===== src/rtl/hsbus_pkg.sv =====
package hsbus_pkg;

  typedef enum logic [1:0] {
    ST_IDLE = 2'd0,
    ST_WAIT = 2'd1,
    ST_DONE = 2'd2
  } busState_t;

  // strobes from control to datapath
  typedef struct packed {
    logic capReq;  // take in address, write word, direction, slave index
    logic capRsp;  // load selected slave's read word
    logic clrRsp;  // force read word to zero (unmapped page)
  } busStrobe_t;

endpackage


===== src/rtl/hsbus_dpath.sv =====
module hsbus_dpath
  import hsbus_pkg::*;
#(
  parameter int ADDR_W    = 16,
  parameter int DATA_W    = 16,
  parameter int NUM_SLV   = 12,
  parameter int PAGE_W    = 8,
  parameter int BASE_PAGE = 0
) (
  input  logic                      clk,
  input  logic                      rstN,
  input  busStrobe_t                strb,
  input  logic [ADDR_W-1:0]         mAddr,
  input  logic [DATA_W-1:0]         mWData,
  input  logic                      mWr,
  input  logic [NUM_SLV*DATA_W-1:0] sRData,
  input  logic [NUM_SLV-1:0]        sAck,
  output logic [ADDR_W-1:0]         sAddr,
  output logic [DATA_W-1:0]         sWData,
  output logic                      sWr,
  output logic [DATA_W-1:0]         mRData,
  output logic                      hitMapped,
  output logic                      selAck,
  output logic [NUM_SLV-1:0]        selVec
);

  localparam int IDX_W = (NUM_SLV > 1) ? $clog2(NUM_SLV) : 1;

  logic [PAGE_W-1:0] pageNum;
  logic [PAGE_W-1:0] pageRel;
  logic [IDX_W-1:0]  idxQ;
  logic [DATA_W-1:0] rdMux;
  logic [DATA_W-1:0] slvWord [NUM_SLV];

  // page decode on the live master address
  assign pageNum   = mAddr[ADDR_W-1 -: PAGE_W];
  assign pageRel   = pageNum - PAGE_W'(BASE_PAGE);
  assign hitMapped = (pageNum >= PAGE_W'(BASE_PAGE)) &&
                     ({1'b0, pageRel} < (PAGE_W+1)'(NUM_SLV));

  // one-hot view of the captured index, and word split of the read bus
  for (genvar g = 0; g < NUM_SLV; g++) begin : gSlv
    assign selVec[g]  = (idxQ == IDX_W'(g));
    assign slvWord[g] = sRData[g*DATA_W +: DATA_W];
  end

  // AND-OR read multiplexer
  always_comb begin
    rdMux = '0;
    for (int i = 0; i < NUM_SLV; i++) begin
      rdMux |= slvWord[i] & {DATA_W{selVec[i]}};
    end
  end

  assign selAck = |(selVec & sAck);

  always_ff @(posedge clk) begin
    if (!rstN) begin
      idxQ   <= '0;
      sAddr  <= '0;
      sWData <= '0;
      sWr    <= 1'b0;
      mRData <= '0;
    end else begin
      if (strb.capReq) begin
        idxQ   <= pageRel[IDX_W-1:0];
        sAddr  <= mAddr;
        sWData <= mWData;
        sWr    <= mWr;
      end
      if (strb.clrRsp) begin
        mRData <= '0;
      end else if (strb.capRsp) begin
        mRData <= rdMux;
      end
    end
  end

endmodule


===== src/rtl/hsbus_ctrl.sv =====
module hsbus_ctrl
  import hsbus_pkg::*;
(
  input  logic       clk,
  input  logic       rstN,
  input  logic       mReq,
  input  logic       hitMapped,
  input  logic       selAck,
  input  logic       anyAck,
  output busStrobe_t strb,
  output logic       selEn,
  output logic       mAck,
  output logic       mErr
);

  busState_t stQ;

  always_comb begin
    strb = '0;
    case (stQ)
      ST_IDLE: begin
        if (mReq && !anyAck) begin
          strb.capReq = 1'b1;
          strb.clrRsp = !hitMapped;
        end
      end
      ST_WAIT: strb.capRsp = selAck;
      default: ;
    endcase
  end

  always_ff @(posedge clk) begin
    if (!rstN) begin
      stQ   <= ST_IDLE;
      selEn <= 1'b0;
      mAck  <= 1'b0;
      mErr  <= 1'b0;
    end else begin
      case (stQ)
        ST_IDLE: begin
          if (strb.capReq) begin
            if (hitMapped) begin
              stQ   <= ST_WAIT;
              selEn <= 1'b1;
            end else begin
              stQ  <= ST_DONE;
              mAck <= 1'b1;
              mErr <= 1'b1;
            end
          end
        end
        ST_WAIT: begin
          if (selAck) begin
            stQ  <= ST_DONE;
            mAck <= 1'b1;
          end
        end
        ST_DONE: begin
          mErr <= 1'b0;
          if (!mReq) begin
            stQ   <= ST_IDLE;
            mAck  <= 1'b0;
            selEn <= 1'b0;
          end
        end
        default: stQ <= ST_IDLE;
      endcase
    end
  end

endmodule


===== src/rtl/hsbus_xbar.sv =====
module hsbus_xbar
  import hsbus_pkg::*;
#(
  parameter int ADDR_W    = 16,
  parameter int DATA_W    = 16,
  parameter int NUM_SLV   = 12,
  parameter int PAGE_W    = 8,
  parameter int BASE_PAGE = 0
) (
  input  logic                      clk,
  input  logic                      rstN,
  input  logic                      mReq,
  input  logic                      mWr,
  input  logic [ADDR_W-1:0]         mAddr,
  input  logic [DATA_W-1:0]         mWData,
  output logic [DATA_W-1:0]         mRData,
  output logic                      mAck,
  output logic                      mErr,
  output logic [NUM_SLV-1:0]        sSel,
  output logic [ADDR_W-1:0]         sAddr,
  output logic [DATA_W-1:0]         sWData,
  output logic                      sWr,
  input  logic [NUM_SLV*DATA_W-1:0] sRData,
  input  logic [NUM_SLV-1:0]        sAck
);

  busStrobe_t        strb;
  logic              hitMapped;
  logic              selAck;
  logic              selEn;
  logic [NUM_SLV-1:0] selVec;

  hsbus_dpath #(
    .ADDR_W(ADDR_W), .DATA_W(DATA_W), .NUM_SLV(NUM_SLV),
    .PAGE_W(PAGE_W), .BASE_PAGE(BASE_PAGE)
  ) u_dpath (
    .clk(clk), .rstN(rstN), .strb(strb),
    .mAddr(mAddr), .mWData(mWData), .mWr(mWr),
    .sRData(sRData), .sAck(sAck),
    .sAddr(sAddr), .sWData(sWData), .sWr(sWr),
    .mRData(mRData), .hitMapped(hitMapped),
    .selAck(selAck), .selVec(selVec)
  );

  hsbus_ctrl u_ctrl (
    .clk(clk), .rstN(rstN), .mReq(mReq),
    .hitMapped(hitMapped), .selAck(selAck), .anyAck(|sAck),
    .strb(strb), .selEn(selEn), .mAck(mAck), .mErr(mErr)
  );

  assign sSel = selVec & {NUM_SLV{selEn}};

endmodule


===== config.mk =====
export PLATFORM = sky130hd
export DESIGN_NAME = hsbus_xbar
export DESIGN_NICKNAME = d
export VERILOG_FILES = /design/src/rtl/hsbus_pkg.sv /design/src/rtl/hsbus_dpath.sv /design/src/rtl/hsbus_ctrl.sv /design/src/rtl/hsbus_xbar.sv
export SDC_FILE = /design/constraint.sdc
export NUM_CORES = 1
export LEC_CHECK = 0
export ABC_AREA = 0
export BUFFER_PORTS_ARGS = -buffer_cell sky130_fd_sc_hd__buf_4
export CORE_AREA = 3 3 116 118
export DETAILED_ROUTE_END_ITERATION = 6
export DIE_AREA = 0 0 119 121
export PLACE_DENSITY = 0.69
export SYNTH_ARGS = -nofsm -noshare
export SYNTH_HDL_FRONTEND = slang
export SYNTH_SLANG_ARGS = --single-unit

===== constraint.sdc =====
create_clock -name clk -period 5.8 [get_ports clk]
set_input_delay 1.16 -clock clk [delete_from_list [all_inputs] [get_ports clk]]
set_output_delay 1.16 -clock clk [all_outputs]
set_load 0.05 [all_outputs]

# == Word level (Yosys, flattened, before mapping) ==
# Index checks and enable logic that the tools add are counted.
# totals
register_bits,58
inputBits,240
output_inout_bits,63
wordCells,89
# op_classes
order_cmp,2
n_eq_ne,18
n_mux,19
n_bitwise,26
n_reduce_logical,15
# ops
cell,n
$and 16x16->16,12
$or 16x16->16,11
$and 12x12->12,2
$reduce_or 12->1,2
$eq 4x3->1 const B,4
$eq 4x4->1 const B,4
$mux 1,11
$eq 4x2->1 const B,2
$ge 8x1->1 const B,1
$lt 8x4->1 const B,1
$mux 2,4
$ne 2x2->1 const B,3
$pmux 2 s3,1
$reduce_and 3->1,2
$reduce_and 5->1,1
$eq 4x1->1 const B,1
$logic_not 4->1,1
$ne 2x1->1 const B,2
$pmux 1 s2,2
$reduce_and 4->1,1
$pmux 1 s3,1
$reduce_bool 3->1,1
$eq 2x1->1 const B,1
$eq 2x2->1 const B,1
other kinds (6),8

# == Depth between registers and ports, before layout ==
# logic_depth
word_depth,13
mapped_depth,8
depth_no_buf,5

# == Cells and area by module ==
# From an unflattened synthesis, not the netlist that was laid out.
# hier_totals
cells_unflattened,461
area_unflattened_um2,4026.4
# modules_own_cells
mod,n_inst,cells_per_inst,area_each_um2,seq_area_each_um2
hsbus_dpath,1,412,3637.2,980.9
hsbus_ctrl,1,32,285.3,100.1
hsbus_xbar,1,17,103.8,0.0

# == Worst setup path before layout ==
# No wires, ideal clock.
# synth_timing
path_type,register to output
from,register u_dpath.idxQ[2]
to,output port sSel[4]
t_arrival_ns,2.255
t_required_ns,4.640
slack_ns,2.385
path_stages_with_launch,6
n_path_buf,2
cell_sequence,dfxtp_1 buf_2 nor2b_1 clkbuf_1 nand2_1 nor2_1
# synth_between
elab_chain_cells,2
# synth_rtl
element,line,text
"start, declared",hsbus_dpath.sv:31,logic [IDX_W-1:0] idxQ;
"start signal, assigned",hsbus_dpath.sv:66,idxQ <= pageRel[IDX_W-1:0];
$eq 4x3->1,hsbus_dpath.sv:43,assign selVec[g] = (idxQ == IDX_W'(g));
$and 12x12->12,hsbus_xbar.sv:51,assign sSel = selVec & {NUM_SLV{selEn}};
"end, declared",hsbus_xbar.sv:19,"output logic [NUM_SLV-1:0] sSel,"
# Every way passes these cells.

# == Worst setup path in the final report ==
# layout_timing
from,register u_dpath.idxQ[1]
to,output port sSel[11]
# layout_between
elab_chain_cells,2
# layout_rtl
element,line
$eq 4x4->1,hsbus_dpath.sv:43
$and 12x12->12,hsbus_xbar.sv:51
# Every way passes these cells.

==> results.json <==
{
  "status": "finished, final reports clean",
  "globalRouteOverflowTotal": 0,
  "cp-end-kind": "output port",
  "syn-num-nets": 771,
  "dpl.hpwl_mm": 16.2,
  "grt_pass1_wl_mm": 30.2,
  "grtUsageTotal_pct": 26.7,
  "synth-edff-count": 0,
  "nFillCells": 1207,
  "wl_per_cell_um": 21.1,
  "timing.fmax_mhz": 294,
  "dp_slack_ps": 2600,
  "powerDensity_nw_per_um2": 129,
  "gp_congestion": 0.950,
  "cp_data_required_time_ps": 4640,
  "p_leak_nw": 3.01,
  "ir_drop_mv": 0.150,
  "clk_latency_ps": 290,
  "htreeDepth": 2,
  "port_buffers": 302,
  "drive_above_1_share_pct": 44.0,
  "r2r-start": "u_dpath.idxQ[0]",
  "hp-start": "u_dpath.sWData[5]",
  "grt_max_degree": 72,
  "num_io_pins": 303,
  "num-nets-final": 1039,
  "criticalPathCategory": "flip-flop to output port",
  "finalSetupTns_ps": 0,
  "mostFrequentLayoutCells": "buf_4 (310), nand2_1 (99), dfxtp_1 (50)",
  "cp.arrival_ps": 2240,
  "clock-skew-final_ps": 10.4,
  "cts.repair.resized": 0,
  "grt_pass1_vias": 5390,
  "cts_buffers": 5,
  "cap_violations": 0,
  "dp_cells": 964,
  "finalCritPeriodShare_pct": 58.5,
  "post-cts-setup-buffer-count": 0,
  "synthArstFlopShare_pct": 0,
  "hold_viol": 0,
  "setup_viol": 0,
  "hold_class": "flip-flop to flip-flop",
  "clk_pin_slew_ps": 80,
  "period_needed_ps": 3400,
  "slew_headroom_pct": 27.7,
  "synth.avg_cell_area_um2": 7.85,
  "final_common_cell": "buf_4",
  "ctsHoldBuffers": 0,
  "routed-via-count": 5332,
  "synth_area_um2": 4170,
  "worstSetupStartpoint": "u_dpath.idxQ[1]",
  "drt_first_pass_iters": 5,
  "coreArea_um2": 12600,
  "synthFlopType": "dfxtp_1",
  "synth-warning-count": 0,
  "rows": 41,
  "postRouteWirelength_mm": 20.5,
  "postPlaceCellArea_um2": 6480,
  "area_delta_synth_final_pct": 59.2,
  "ant_nets": 0,
  "grt_setup_unrepaired": "no",
  "worstPathMaxFanout": 39,
  "design_area_um2": 6630,
  "initial_utilization_pct": 33.2,
  "die_w_um": 119,
  "synth_cell_type_count": 55,
  "diodes": 0,
  "clockRootBuffer": "clkbuf_16",
  "ys_seq_area_share_pct": 25.9,
  "drcViolationCount": 0,
  "die-area_um2": 14400,
  "clock-sinks": 54,
  "die_height_um": 121,
  "vias_per_cell": 5.49,
  "maxSlewViolCount": 0,
  "fin_cells": 972,
  "worstMarginPinSlew_ps": 1080,
  "layout_setup_ws_ps": 2400,
  "antenna_found_initial": 0,
  "worst_setup_path_start_kind": "flip-flop",
  "yosys_register_bits": 54,
  "cts_buffer_depth": 2,
  "syn_inst": 531,
  "tritoncts": "yes",
  "drtIter0Drc": 387
}
==> worst max-delay path, stage by stage (launching register included) <==
cell and delay [ps]:
dfxtp_2 600, buf_4 470, nand2_1 420, nor2_1 220
buf_4 220
==> flip-flops by register name (all words and copies together) (netlist names) <==
register	cells
u_ctrl.mAck	1
u_ctrl.mErr	1
u_ctrl.selEn	1
u_ctrl.stQ	2
u_dpath.idxQ	3
u_dpath.mRData	16
u_dpath.sAddr	13
u_dpath.sWData	16
u_dpath.sWr	1
==> cell type report <==
class | count | area, um^2 | share of cell area, %
multi-input cells | 420 | 2820 | 42.6
flip-flops and latches | 54 | 1090 | 16.4
well taps | 172 | 215 | 3.24
repair buffers | 310 | 2330 | 35.1
clock buffers | 5 | 125 | 1.89
clock inverters | 3 | 26.3 | 0.396
inverters | 8 | 30.0 | 0.453
==> path summary, 6_finish.rpt <==
path / to / slack (ps) / cells after the start
setup / recovery: sSel[11] / 2400 / 4
hold / removal: u_dpath.sWData[5] / 460 / 2
setup reg to reg: u_dpath.mRData[3] / 2710 / 7
hold reg to reg: u_dpath.sWData[5] / 460 / 2
==> through the flow <==
stage / power [mW] / utilization [%] / hold slack, ps
global placement: 0.552 / 51.6 / 437
CTS: 0.861 / 52.8 / 459
global route: 0.892 / 52.8 / 468
finish: 0.856 / 52.8 / 458
detailed placement: 0.553 / 51.6 / 448
floorplan: 0.416 / - / 480
==> Yosys cell counts, types with 4 or more instances <==
cell        n  share of area [%]
mux2i_1    35                8.4
o221ai_1    5                1.1
a21boi_1   31                5.6
and3_1      8                1.2
buf_2      17                2.0
nand3_1     4               0.48
a22oi_1    16                2.9
and3b_1    10                2.1
clkbuf_1   25                2.3
a31oi_1     5               0.75
mux2_2     24                6.5
nor3b_1     9                1.6
dfxtp_1    54                 26
inv_1       8               0.72
buf_1       4               0.36
nor3_1      8               0.96
a2bb2oi_1   6                1.3
a32oi_1    18                3.8
o21ai_0    17                2.0
nor2b_1     8                1.2
o31ai_1    10                1.8
nor2_1     24                2.2
nand2_1    99                8.9
a21oi_1    14                1.7
o22ai_1    14                2.1
nand2b_1    7                1.1
==> cell families after synthesis <==
family | synth area share (%)
buffers and inverters | 6.40
DFF | 25.9
AOI/OAI and AO/OA | 28.3
and+or+nand+nor | 23.9
muxes | 15.4
==> routing by layer <==
layer	track usage (%)	part of all wire, %	vias up
met1	34.0	41	2541
met2	46.1	49	248
met3	4.90	7.2	30
met5	0	0	-
met4	7.31	2.7	0
li1	-	-	2513
==> report_power, final <==
part / internal [mW] / switching, mW
clock network: 0.164 / 0.146
registers: 0.370 / 0.0000310
logic: 0.124 / 0.0506
total: 0.659 / 0.197
Note: power is estimated with default switching activity, not from simulation.
